==> src/rtl/shift_unit.sv <==
module shift_unit #(
  parameter int W       = 16,
  parameter int CNT_W   = 5,
  parameter bit REG_OUT = 1'b1
) (
  input  logic             clk,
  input  logic             rst_n,
  input  logic             en,
  input  logic [W-1:0]     data_in,
  input  logic [CNT_W-1:0] amt,
  input  logic [2:0]       mode,
  output logic [W-1:0]     data_out
);
  localparam logic [2:0] M_SLL = 3'd0;
  localparam logic [2:0] M_SRL = 3'd1;
  localparam logic [2:0] M_SLA = 3'd2;
  localparam logic [2:0] M_SRA = 3'd3;
  localparam logic [2:0] M_ROL = 3'd4;
  localparam logic [2:0] M_ROR = 3'd5;
  localparam logic [W-1:0] ONES = '1;

  int unsigned rot;
  logic [W-1:0] res;

  assign rot = 32'(amt) % W;

  always_comb begin
    case (mode)
      M_SLL:   res = data_in << amt;
      M_SRL:   res = data_in >> amt;
      M_SLA:   res = (data_in << amt) | ({W{data_in[0]}} & ~(ONES << amt));
      M_SRA:   res = (data_in >> amt) | ({W{data_in[W-1]}} & ~(ONES >> amt));
      M_ROL:   res = (data_in << rot) | (data_in >> (W - rot));
      M_ROR:   res = (data_in >> rot) | (data_in << (W - rot));
      default: res = data_in;
    endcase
  end

  generate
    if (REG_OUT) begin : g_reg
      always_ff @(posedge clk or negedge rst_n) begin
        if (!rst_n)  data_out <= '0;
        else if (en) data_out <= res;
      end

      AST_HOLD_IDLE: assert property (@(posedge clk) disable iff (!rst_n)
        !en |=> $stable(data_out)) else $error("hold violated");
      AST_ZERO_AMT: assert property (@(posedge clk) disable iff (!rst_n)
        (en && amt == '0) |=> data_out == $past(data_in)) else $error("zero count");
      AST_PASS_CODES: assert property (@(posedge clk) disable iff (!rst_n)
        (en && mode[2:1] == 2'b11) |=> data_out == $past(data_in)) else $error("pass");
      AST_SLL_SAT: assert property (@(posedge clk) disable iff (!rst_n)
        (en && mode == M_SLL && 32'(amt) >= W) |=> data_out == '0) else $error("sll sat");
      AST_SRA_SAT: assert property (@(posedge clk) disable iff (!rst_n)
        (en && mode == M_SRA && 32'(amt) >= W) |=> data_out == {W{$past(data_in[W-1])}}) else $error("sra sat");
      AST_ROL_WRAP: assert property (@(posedge clk) disable iff (!rst_n)
        (en && mode == M_ROL && 32'(amt) == W) |=> data_out == $past(data_in)) else $error("rol wrap");
    end else begin : g_comb
      assign data_out = res;
    end
  endgenerate
endmodule

==> config.mk <==
export PLATFORM = sky130hd
export DESIGN_NAME = shift_unit
export DESIGN_NICKNAME = d
export VERILOG_FILES = /design/src/rtl/shift_unit.sv
export SDC_FILE = /design/constraint.sdc
export NUM_CORES = 1
export LEC_CHECK = 0
export ABC_AREA = 1
export BUFFER_PORTS_ARGS = -buffer_cell sky130_fd_sc_hd__buf_4
export CAP_MARGIN = 5
export CORE_ASPECT_RATIO = 1.1
export CORE_MARGIN = 2
export CORE_UTILIZATION = 30
export CTS_BUF_LIST = sky130_fd_sc_hd__clkbuf_8
export CTS_CLUSTER_SIZE = 25
export DETAILED_ROUTE_END_ITERATION = 7
export PLACE_DENSITY_LB_ADDON = 0.08
export SLEW_MARGIN = 10
export SYNTH_ARGS = -nofsm -noshare
export SYNTH_HDL_FRONTEND = slang
export SYNTH_SLANG_ARGS = --single-unit
==> constraint.sdc <==
create_clock -name clk -period 0.8 [get_ports clk]
set_clock_uncertainty 0.05 [all_clocks]
set_input_delay 0.08 -clock clk [delete_from_list [all_inputs] [get_ports clk]]
set_output_delay 0.08 -clock clk [all_outputs]
set_load 0.01 [all_outputs]
==> flow_summary_export.csv, run 1 <==
group,metric,value,unit
run_status,status,"complete, but fails checks",
run_status,violations,"setup timing",
run,maxCapViolCount,0,
power_and_ir_drop,power_density,1040,nW/µm²
grt,grt_pass1_wl,35.9,mm
clock_network,h-tree-depth,1,
sta,relSlewSlack,0.742,
grt,antenna_found_initial,0,
power_and_ir_drop,swShare,0.480,
finish,fillerInstances,1433,
grt,top_usage_layer,"met2",
grt,met1_usage,0.420,
clock_network,root_buffer,"clkbuf_8",
sta,rsz0062_at_grt,"yes",
setup_path,crit_family,"simple AND/OR/NAND/NOR gates",
sta,min_period,1.49,ns
synthesis,yosys.area.top_type,"nand2_1",
grt,met2_usage,0.552,
synthesis,synth_cell_type_count,34,
grt,grt_start_max_net_pins,29,
grt,grt_use_met3,0.0252,
synthesis,ys_warn_count,0,
finish,post-route-util,0.502,
clock_network,cts_tree,"yes",
power_and_ir_drop,pwr-share-clk,0.122,
setup_path,path_cells,"buf_8 > buf_12 > nor2_4 > nand3_1 > nand2_4 > buf_12 > nor2_8 > buf_12 > nand3_1 > nand3_1 > nand2_1 > nand2_1 > nor2_1 > nand2_1 > nand2_1 > nand2_1",
die,start_util,0.305,
sta,final-hold-violation-count,0,
routing,first_pass_iters,5,
sta,worstMarginPinSlew,0.386,ns
finish,drive_gt1_frac,0.339,
sta,finalMaxSlewViolations,0,
finish,multi_input_area,3520,µm²
power_and_ir_drop,irDropWorstVdd,0.555,mV
routing,viasPerCell,5.51,
synthesis,synth_edf_count,0,
power_and_ir_drop,p_leak,3.48,nW
die,ios,43,
die,dieArea,14300,µm²
finish,regArea,400,µm²
setup_path,worst-path-buf-inv,4,
setup_path,cp-end-kind,"flop",
setup_path,critPathLaunchType,"input pin",
synthesis,ys_async_sr_fraction,1.00,
die,die-height,125,µm
finish,largest_reg_flops,16,
grt,grt_pass1_vias,6332,
die,rows,44,
synthesis,synth.area.top_cells,"nand2_1, nand3_1, dfrtp_1",
routing,drc,0,
setup_path,worst_path_most_repeated_cell,"nand2_1",
hold_path,min-delay-path-class,"in -> async",
clock_network,clkTransAtPathRegs,0.09,ns
grt,track_usage,0.333,
die,coreArea,13200,µm²
finish,antenna_cells,0,
grt,gr-total-overflow,0,
power_and_ir_drop,combPwrFrac,0.726,
power_and_ir_drop,seq_power_share,0.152,
synthesis,synth_nets,853,
placement,dp_hpwl,19.4,mm
routing,ant_nets,0,
synthesis,syn_area,4020,µm²
synthesis,yosysSeqAreaShare,0.0997,
synthesis,syn_avg_cell_area,4.88,µm²
synthesis,yosys_register_bits,16,
setup_path,worstSetupPathType,"in -> reg",
power_and_ir_drop,power_switching,3.28,mW
finish,syn_to_final_growth,64.4,%
setup_path,critPathSlowestCell,"nor2_4",
clock_network,worstSkewPairLatency,0.28,ns
finish,nNetsFinal,1073,
setup_path,cpPeakStageDelay,0.15,ns
setup_path,critPathMaxFanout,12,
synthesis,synth_top_area_share,0.311,
sta,max_freq,0.670,GHz
placement,placedCellCount,1178,
routing,wl,24.2,mm
placement,gp_congestion,1.06,
placement,io_buffer_count,42,
clock_network,numCtsBuffers,3,
finish,reg.largest.list,"data_out (16)",
routing,vias,6622,
finish,regMostFlops,"data_out",
sta,fin_crit_sh,1.87,
sta,fin_ws,-0.693,ns
synthesis,synthFlopType,"dfrtp_1",
die,die_x,114,µm
finish,instances_no_fill,1202,
routing,routedWlPerCell,20.1,µm
routing,drt-initial-drc-count,670,
power_and_ir_drop,p_int,3.55,mW
setup_path,arrival,1.60,ns
sta,setup_violations,32,
clock_network,cts.sinks,16,
placement,pre_cts_ws,-1.16,ns
setup_path,required,0.90,ns
clock_network,clockBufferDepth,2,
synthesis,synth_cells,822,
[cell type report]
type / count / area share
Inverter: 47 / 0.0294
Multi-Input combinational cell: 717 / 0.534
Tap cell: 161 / 0.0305
Clock buffer: 4 / 0.00834
Sequential cell: 16 / 0.0607
Timing Repair Buffer: 257 / 0.337
[worst paths after layout]
check	start	slack, ns	cells past startpoint	to
worst min-delay path	rst_n	0.17	2	data_out[0]
worst max register to register	data_out[15]	-0.07	3	data_out[15]
max in group asynchronous	rst_n	0.30	2	data_out[8]
worst max-delay path	amt[2]	-0.69	16	data_out[12]
worst min register to register	data_out[6]	0.45	2	data_out[6]
min in group clk	en	0.18	5	data_out[4]
[through the flow]
step | cell area (µm²) | power (mW) | hold WS (ns) | TNS [ns]
3_3_place_gp | 5920 | 5.29 | -0.0821 | -16.92
2_1_floorplan | 4110 | 3.16 | -0.266 | -13.81
5_1_grt | 6600 | 7.20 | 0.213 | -14.11
6_report | 6600 | 6.84 | 0.168 | -12.02
4_1_cts | 6400 | 6.53 | 0.169 | -11.96
3_5_place_dp | 5920 | 5.28 | -0.0810 | -17.04
[power groups by stage]
stage,combinational (mW),clock (mW),sequential (mW)
floorplan,2.09,0,1.07
global placement,4.27,0,1.03
detailed placement,4.25,0,1.03
CTS,4.68,0.817,1.03
global route,5.33,0.824,1.05
finish,4.96,0.835,1.04
[cell usage in the layout (no fill, tap or decap), drive strengths merged]
| cell | Yosys | layout |
|---|---|---|
| dfrtp | 16 | 16 |
| nand4 | 7 | 7 |
| ha | 4 | 4 |
| nand3b | 1 | 1 |
| o21a | 1 | 1 |
| nor3 | 6 | 6 |
| a21oi | 25 | 25 |
| clkbuf | 13 | 6 |
| nor2 | 91 | 91 |
| buf | 29 | 254 |
| dlygate4sd3 | 0 | 1 |
| o21ai | 41 | 41 |
| clkinv | 1 | 1 |
| mux2i | 1 | 1 |
| nand3 | 181 | 181 |
| a21boi | 1 | 1 |
| o22ai | 2 | 2 |
| nand2 | 341 | 341 |
| a211oi | 1 | 1 |
| o211ai | 10 | 10 |
| inv | 46 | 46 |
| and2 | 4 | 4 |
[cell usage after synthesis, types with 3 or more instances]
master / number
nand3_1: 181
buf_1: 7
inv_1: 42
a21oi_1: 25
nor2_1: 84
nand2_2: 7
nor3_1: 5
nand4_1: 7
dfrtp_1: 16
nor2_2: 4
clkbuf_1: 13
and2_1: 4
nand2_1: 333
buf_4: 4
o21ai_0: 33
o21ai_1: 7
buf_6: 4
ha_1: 4
buf_2: 14
o211ai_1: 10
inv_2: 3
[logic make-up after synthesis]
| kind of cell | synth area share |
|---|---|
| AOI/OAI and AO/OA | 0.111 |
| adders and majority gates | 0.0125 |
| buffers and inverters | 0.0994 |
| DFF | 0.0997 |
| muxes | 0.00249 |
| and+or+nand+nor | 0.675 |
[layer usage]
metal  up-vias  wire (µm)
met5         -          0
met4         0       1650
met3        68       1680
met2       304      11300
met1      3114       9580
li1       3136          -
[repair_timing]
item | CTS | global route
hold buffers | 1 | 0
endpoints found under the setup margin | 32 | 32
resized for setup | 93 | 41
gates cloned | 0 | 2
pin swaps | 13 | 13
endpoints found under the hold margin | 16 | 0
buffers inserted | 13 | 5
No activity file was read; power rests on OpenSTA's default activity.
==> run 2: changes to the inputs <==
Settings changed: CTS_CLUSTER_DIAMETER from default to 120, CTS_CLUSTER_SIZE 25 to default, TNS_END_PERCENT from default to 1.
==> flow_summary_export.csv, run 2 (synthesized netlist as in run 1, its figures left out) <==
group,metric,value,unit
power_and_ir_drop,p_int,3.36,mW
finish,regMostFlops,"data_out",
placement,gp_congestion,1.01,
die,start_util,0.305,
power_and_ir_drop,power,6.51,mW
finish,antenna_cells,0,
die,rows,44,
setup_path,required,0.90,ns
run,maxCapViolCount,0,
setup_path,r2r_cells,2,
clock_network,cts_tree,"yes",
clock_network,clockBufferDepth,2,
finish,final_cell_mix,"nand2_1, buf_4, nand3_1",
die,dieArea,14300,µm²
clock_network,cts.sinks,16,
sta,relSlewSlack,0.610,
setup_path,arrival,1.68,ns
grt,grt_start_max_net_pins,24,
finish,largest_reg_flops,16,
placement,io_buffer_count,42,
run_status,violations,"setup timing",
clock_network,worstSkewPairLatency,0.26,ns
power_and_ir_drop,power_switching,3.15,mW
die,coreArea,13200,µm²
setup_path,cp-startpoint,"amt[0]",
finish,syn_to_final_growth,57.1,%
routing,ant_nets,0,
sta,setup_violations,32,
hold_path,hp-start,"data_in[3]",
power_and_ir_drop,seq_power_share,0.157,
clock_network,h-tree-depth,1,
power_and_ir_drop,power_density,1030,nW/µm²
routing,viasPerCell,5.58,
power_and_ir_drop,combPwrFrac,0.726,
die,die_x,114,µm
power_and_ir_drop,swShare,0.483,
routing,vias,6568,
sta,worstMarginPinSlew,0.585,ns
finish,reg.largest.list,"data_out (16)",
grt,antenna_found_initial,0,
setup_path,critPathLaunchType,"input pin",
setup_path,cp-end-kind,"flop",
placement,dp_hpwl,19.3,mm
sta,fin_ws,-0.774,ns
sta,max_freq,0.635,GHz
power_and_ir_drop,irDropWorstVdd,0.438,mV
sta,rsz0062_at_grt,"yes",
setup_path,critPathMaxFanout,10,
placement,post_dp_cell_area,5770,µm²
grt,grt_pass1_vias,6295,
finish,final_common_cell,"nand2_1",
sta,final-hold-violation-count,0,
setup_path,r2r_setup_slack,0.09,ns
finish,stdcell_area,6310,µm²
clock_network,numCtsBuffers,3,
setup_path,worstSetupPathType,"in -> reg",
hold_path,min_delay_path_depth,5,
hold_path,min-delay-path-class,"in -> reg",
grt,gr-total-overflow,0,
routing,drt-initial-drc-count,665,
setup_path,reg2reg_to,"data_out[15]",
clock_network,clkTransAtPathRegs,0.08,ns
clock_network,root_buffer,"clkbuf_8",
routing,first_pass_iters,5,
hold_path,hold-path-endpoint,"data_out[3]",
grt,track_usage,0.331,
grt,grt_pass1_wl,35.8,mm
sta,min_period,1.57,ns
finish,drive_gt1_frac,0.314,
setup_path,reg2reg_from,"data_out[15]",
finish,nNetsFinal,1048,
power_and_ir_drop,pwr-share-clk,0.117,
routing,wl,23.9,mm
die,die-height,125,µm
power_and_ir_drop,p_leak,3.36,nW
finish,post-route-util,0.479,
run_status,status,"complete, but fails checks",
sta,fin_crit_sh,1.97,
placement,pre_cts_ws,-1.21,ns
sta,finalMaxSlewViolations,0,
die,ios,43,
routing,drc,0,
routing,routedWlPerCell,20.3,µm
-- run 2: cell count changes in the layout (fill, tap and decap cells not counted), moves of 6 or more --
cell,previous run,this run
buf_4,216,197
nand3_1,172,162
nand3_2,9,19
nand2_1,303,311
nand2_2,36,28
o21ai_0,20,27
nor2_4,9,3
-- run 2: power groups by stage --
stage / Sequential (mW) / Combinational [mW] / Clock, mW
3_5_place_dp: 1.01 / 4.14 / 0
4_1_cts: 1.02 / 4.55 / 0.771
2_1_floorplan: 1.07 / 2.09 / 0
3_3_place_gp: 1.01 / 4.15 / 0
5_1_grt: 1.03 / 5.05 / 0.802
6_report: 1.02 / 4.72 / 0.760
-- run 2: through the flow --
step / TNS [ns] / instances / hold WS [ns]
floorplan: -13.92 / 822 / -0.266
global placement: -16.70 / 1165 / -0.0887
detailed placement: -16.82 / 1165 / -0.0920
CTS: -12.85 / 1175 / 0.139
global route: -14.94 / 1177 / 0.192
finish: -13.01 / 1177 / 0.146
-- run 2: how the worst max path moves through the flow --
stage,to,slack (ns),cells after the start
CTS,data_out[13],-0.74,17
finish,data_out[5],-0.77,13
global route,data_out[13],-0.87,14
floorplan,data_out[3],-0.90,15
detailed placement,data_out[11],-1.21,14
global placement,data_out[11],-1.20,14
-- run 2: cell type report --
class	count	area [µm²]
multi-input cells	717	3470
well taps	161	201
clock buffers	4	55.1
flip-flops and latches	16	400
fillers	1474	6850
repair buffers	232	1990
inverters	47	196
-- run 2: critical path, cell delays in order --
cell	delay (ns)
buf_12	0.11
buf_4	0.17
nand2_1	0.24
and2_1	0.19
nand2_1	0.06
nand2_1	0.13
nand2_1	0.08
nand3_1	0.09
nand3_1	0.08
nand2_1	0.06
nand4_1	0.19
nand2_1	0.14
nand2_1	0.05
-- run 2: layer usage --
| metal | vias to the layer above | global-route usage | routed length (µm) |
|---|---|---|---|
| li1 | 3088 | - | - |
| met1 | 3064 | 0.426 | 9640 |
| met2 | 332 | 0.526 | 10700 |
| met3 | 84 | 0.0334 | 1720 |
| met4 | 0 | 0.205 | 1860 |
| met5 | - | 0 | 0 |
-- run 2: what timing repair did --
item	4_1_cts	5_1_grt
hold buffers	1	0
endpoints found under the hold margin	16	0
pin swaps	12	10
buffers inserted	3	2
endpoints found under the setup margin	32	32
resized for setup	78	29
gates cloned	3	0
==> run 3: changes to the inputs <==
==> constraint.sdc (replaced) <==
create_clock -name clk -period 0.8 [get_ports clk]
set_clock_uncertainty 0.05 [all_clocks]
set_input_delay 0 -clock clk [delete_from_list [all_inputs] [get_ports clk]]
set_output_delay 0 -clock clk [all_outputs]
set_load 0.01 [all_outputs]
==> flow_summary_export.csv, run 3 (synthesized netlist as in run 1, its figures left out) <==
group,metric,value,unit
power_and_ir_drop,p_leak,3.37,nW
clock_network,h-tree-depth,1,
setup_path,reg2reg_to,"data_out[13]",
setup_path,r2r_cells,2,
setup_path,critPathLaunchType,"input pin",
placement,gp_congestion,1.00,
setup_path,reg2reg_from,"data_out[13]",
power_and_ir_drop,power,6.67,mW
setup_path,worst_path_most_repeated_cell,"nand2_1",
setup_path,cp-end-kind,"flop",
sta,final-hold-violation-count,0,
clock_network,numCtsBuffers,3,
setup_path,critical_path_depth,14,
grt,antenna_found_initial,0,
die,dieArea,14300,µm²
sta,max_freq,0.680,GHz
clock_network,clockBufferDepth,2,
setup_path,crit_family,"simple AND/OR/NAND/NOR gates",
setup_path,cp-startpoint,"amt[1]",
grt,grt_start_max_net_pins,24,
routing,viasPerCell,5.62,
sta,fin_crit_sh,1.84,
setup_path,endpoint,"data_out[5]",
finish,antenna_cells,0,
die,ios,43,
grt,gr-total-overflow,0,
grt,grt_pass1_vias,6479,
finish,regMostFlops,"data_out",
die,start_util,0.305,
placement,dp_hpwl,19.4,mm
routing,drc,0,
clock_network,root_buffer,"clkbuf_8",
setup_path,cpPeakStageDelay,0.31,ns
run_status,violations,"setup timing",
setup_path,worstSetupPathType,"in -> reg",
finish,reg.largest.list,"data_out (16)",
grt,grt_pass1_wl,36.6,mm
grt,track_usage,0.336,
routing,vias,6554,
placement,pre_cts_ws,-1.11,ns
finish,largest_reg_flops,16,
power_and_ir_drop,power_density,1040,nW/µm²
clock_network,cts_tree,"yes",
sta,worstMarginPinSlew,0.559,ns
placement,placedCellCount,1152,
hold_path,min-delay-path-class,"in -> reg",
clock_network,worstSkewPairLatency,0.26,ns
sta,rsz0062_at_grt,"yes",
setup_path,required,0.91,ns
routing,routedWlPerCell,20.5,µm
placement,io_buffer_count,42,
die,die_x,114,µm
finish,instances_no_fill,1167,
die,die-height,125,µm
setup_path,worst-path-buf-inv,4,
sta,fin_ws,-0.671,ns
setup_path,path_cells,"buf_6 > inv_4 > ha_4 > buf_4 > nand3_1 > o21ai_0 > buf_4 > nand2_1 > nand3_1 > nand3_1 > nand2_1 > nand4_1 > nand2_1 > nand2_1",
die,coreArea,13200,µm²
clock_network,clkTransAtPathRegs,0.08,ns
finish,final_common_cell,"nand2_1",
setup_path,arrival,1.58,ns
finish,nNetsFinal,1038,
power_and_ir_drop,irDropWorstVdd,0.509,mV
setup_path,critPathMaxFanout,7,
sta,finalMaxSlewViolations,0,
clock_network,cts.sinks,16,
die,rows,44,
sta,min_period,1.47,ns
routing,ant_nets,0,
routing,wl,24.0,mm
sta,setup_violations,32,
routing,first_pass_iters,6,
setup_path,critPathSlowestCell,"ha_4",
finish,syn_to_final_growth,59.6,%
finish,post-route-util,0.487,
run_status,status,"complete, but fails checks",
finish,final_cell_mix,"nand2_1, buf_4, nand3_1",
setup_path,r2r_setup_slack,0.02,ns
sta,relSlewSlack,0.627,
finish,drive_gt1_frac,0.316,
run,maxCapViolCount,0,
routing,drt-initial-drc-count,514,
## run 3: cell count changes in the layout (fill, tap and decap cells not counted), sizes merged
cell and delta:
inv -1, buf -10, clkinvlp +1
## run 3: worst register-to-register path: stages, from the launching register on
cell,delay (ns)
dfrtp_1,0.43
nand2_1,0.14
nand2_1,0.06
## run 3: area by class of cell
class                      count  area (µm²)
clock buffer                   4        55.1
fill                        1473        6750
inverter                      47         200
multi-input combinational    717        3490
sequential                    16         400
tap                          161         201
timing repair buffer         222        2060
## run 3: how the worst min path moves through the flow
stage / from / end / slack, ns / depth (start not counted)
global placement: rst_n / data_out[1] / -0.16 / 1
finish: data_in[2] / data_out[2] / 0.05 / 5
global route: rst_n / data_out[5] / 0.11 / 2
floorplan: rst_n / data_out[0] / -0.35 / 0
detailed placement: rst_n / data_out[3] / -0.17 / 1
CTS: data_in[2] / data_out[2] / 0.06 / 5
## run 3: per-stage QoR
| step | TNS (ns) | hold WS (ns) | cell area [µm²] |
|---|---|---|---|
| 6_report | -10.20 | 0.0511 | 6410 |
| 5_1_grt | -12.05 | 0.109 | 6410 |
| 4_1_cts | -9.90 | 0.0611 | 6290 |
| 3_5_place_dp | -15.49 | -0.165 | 5770 |
| 3_3_place_gp | -15.38 | -0.165 | 5770 |
| 2_1_floorplan | -12.64 | -0.346 | 4100 |
## run 3: power breakdown
group	internal (mW)	leakage, nW	switching [mW]	total (mW)
Clock	0.438	0.0288	0.335	0.773
Combinational	2.10	3.14	2.77	4.87
Sequential	0.932	0.201	0.0973	1.03
## run 3: per-layer routing
metal	track usage	wire length, µm	up-vias
met5	0	0	-
met4	0.207	1790	0
met3	0.0223	1660	92
met2	0.550	10900	374
met1	0.428	9600	3024
li1	-	-	3064
## run 3: repair_timing
item | in CTS | in global routing
setup endpoints to repair | 32 | 32
gates resized for setup | 97 | 27
buffers inserted | 4 | 2
pin swaps | 23 | 7
endpoints found under the hold margin | 16 | 0
hold buffers | 1 | 0
cloned | 4 | 0
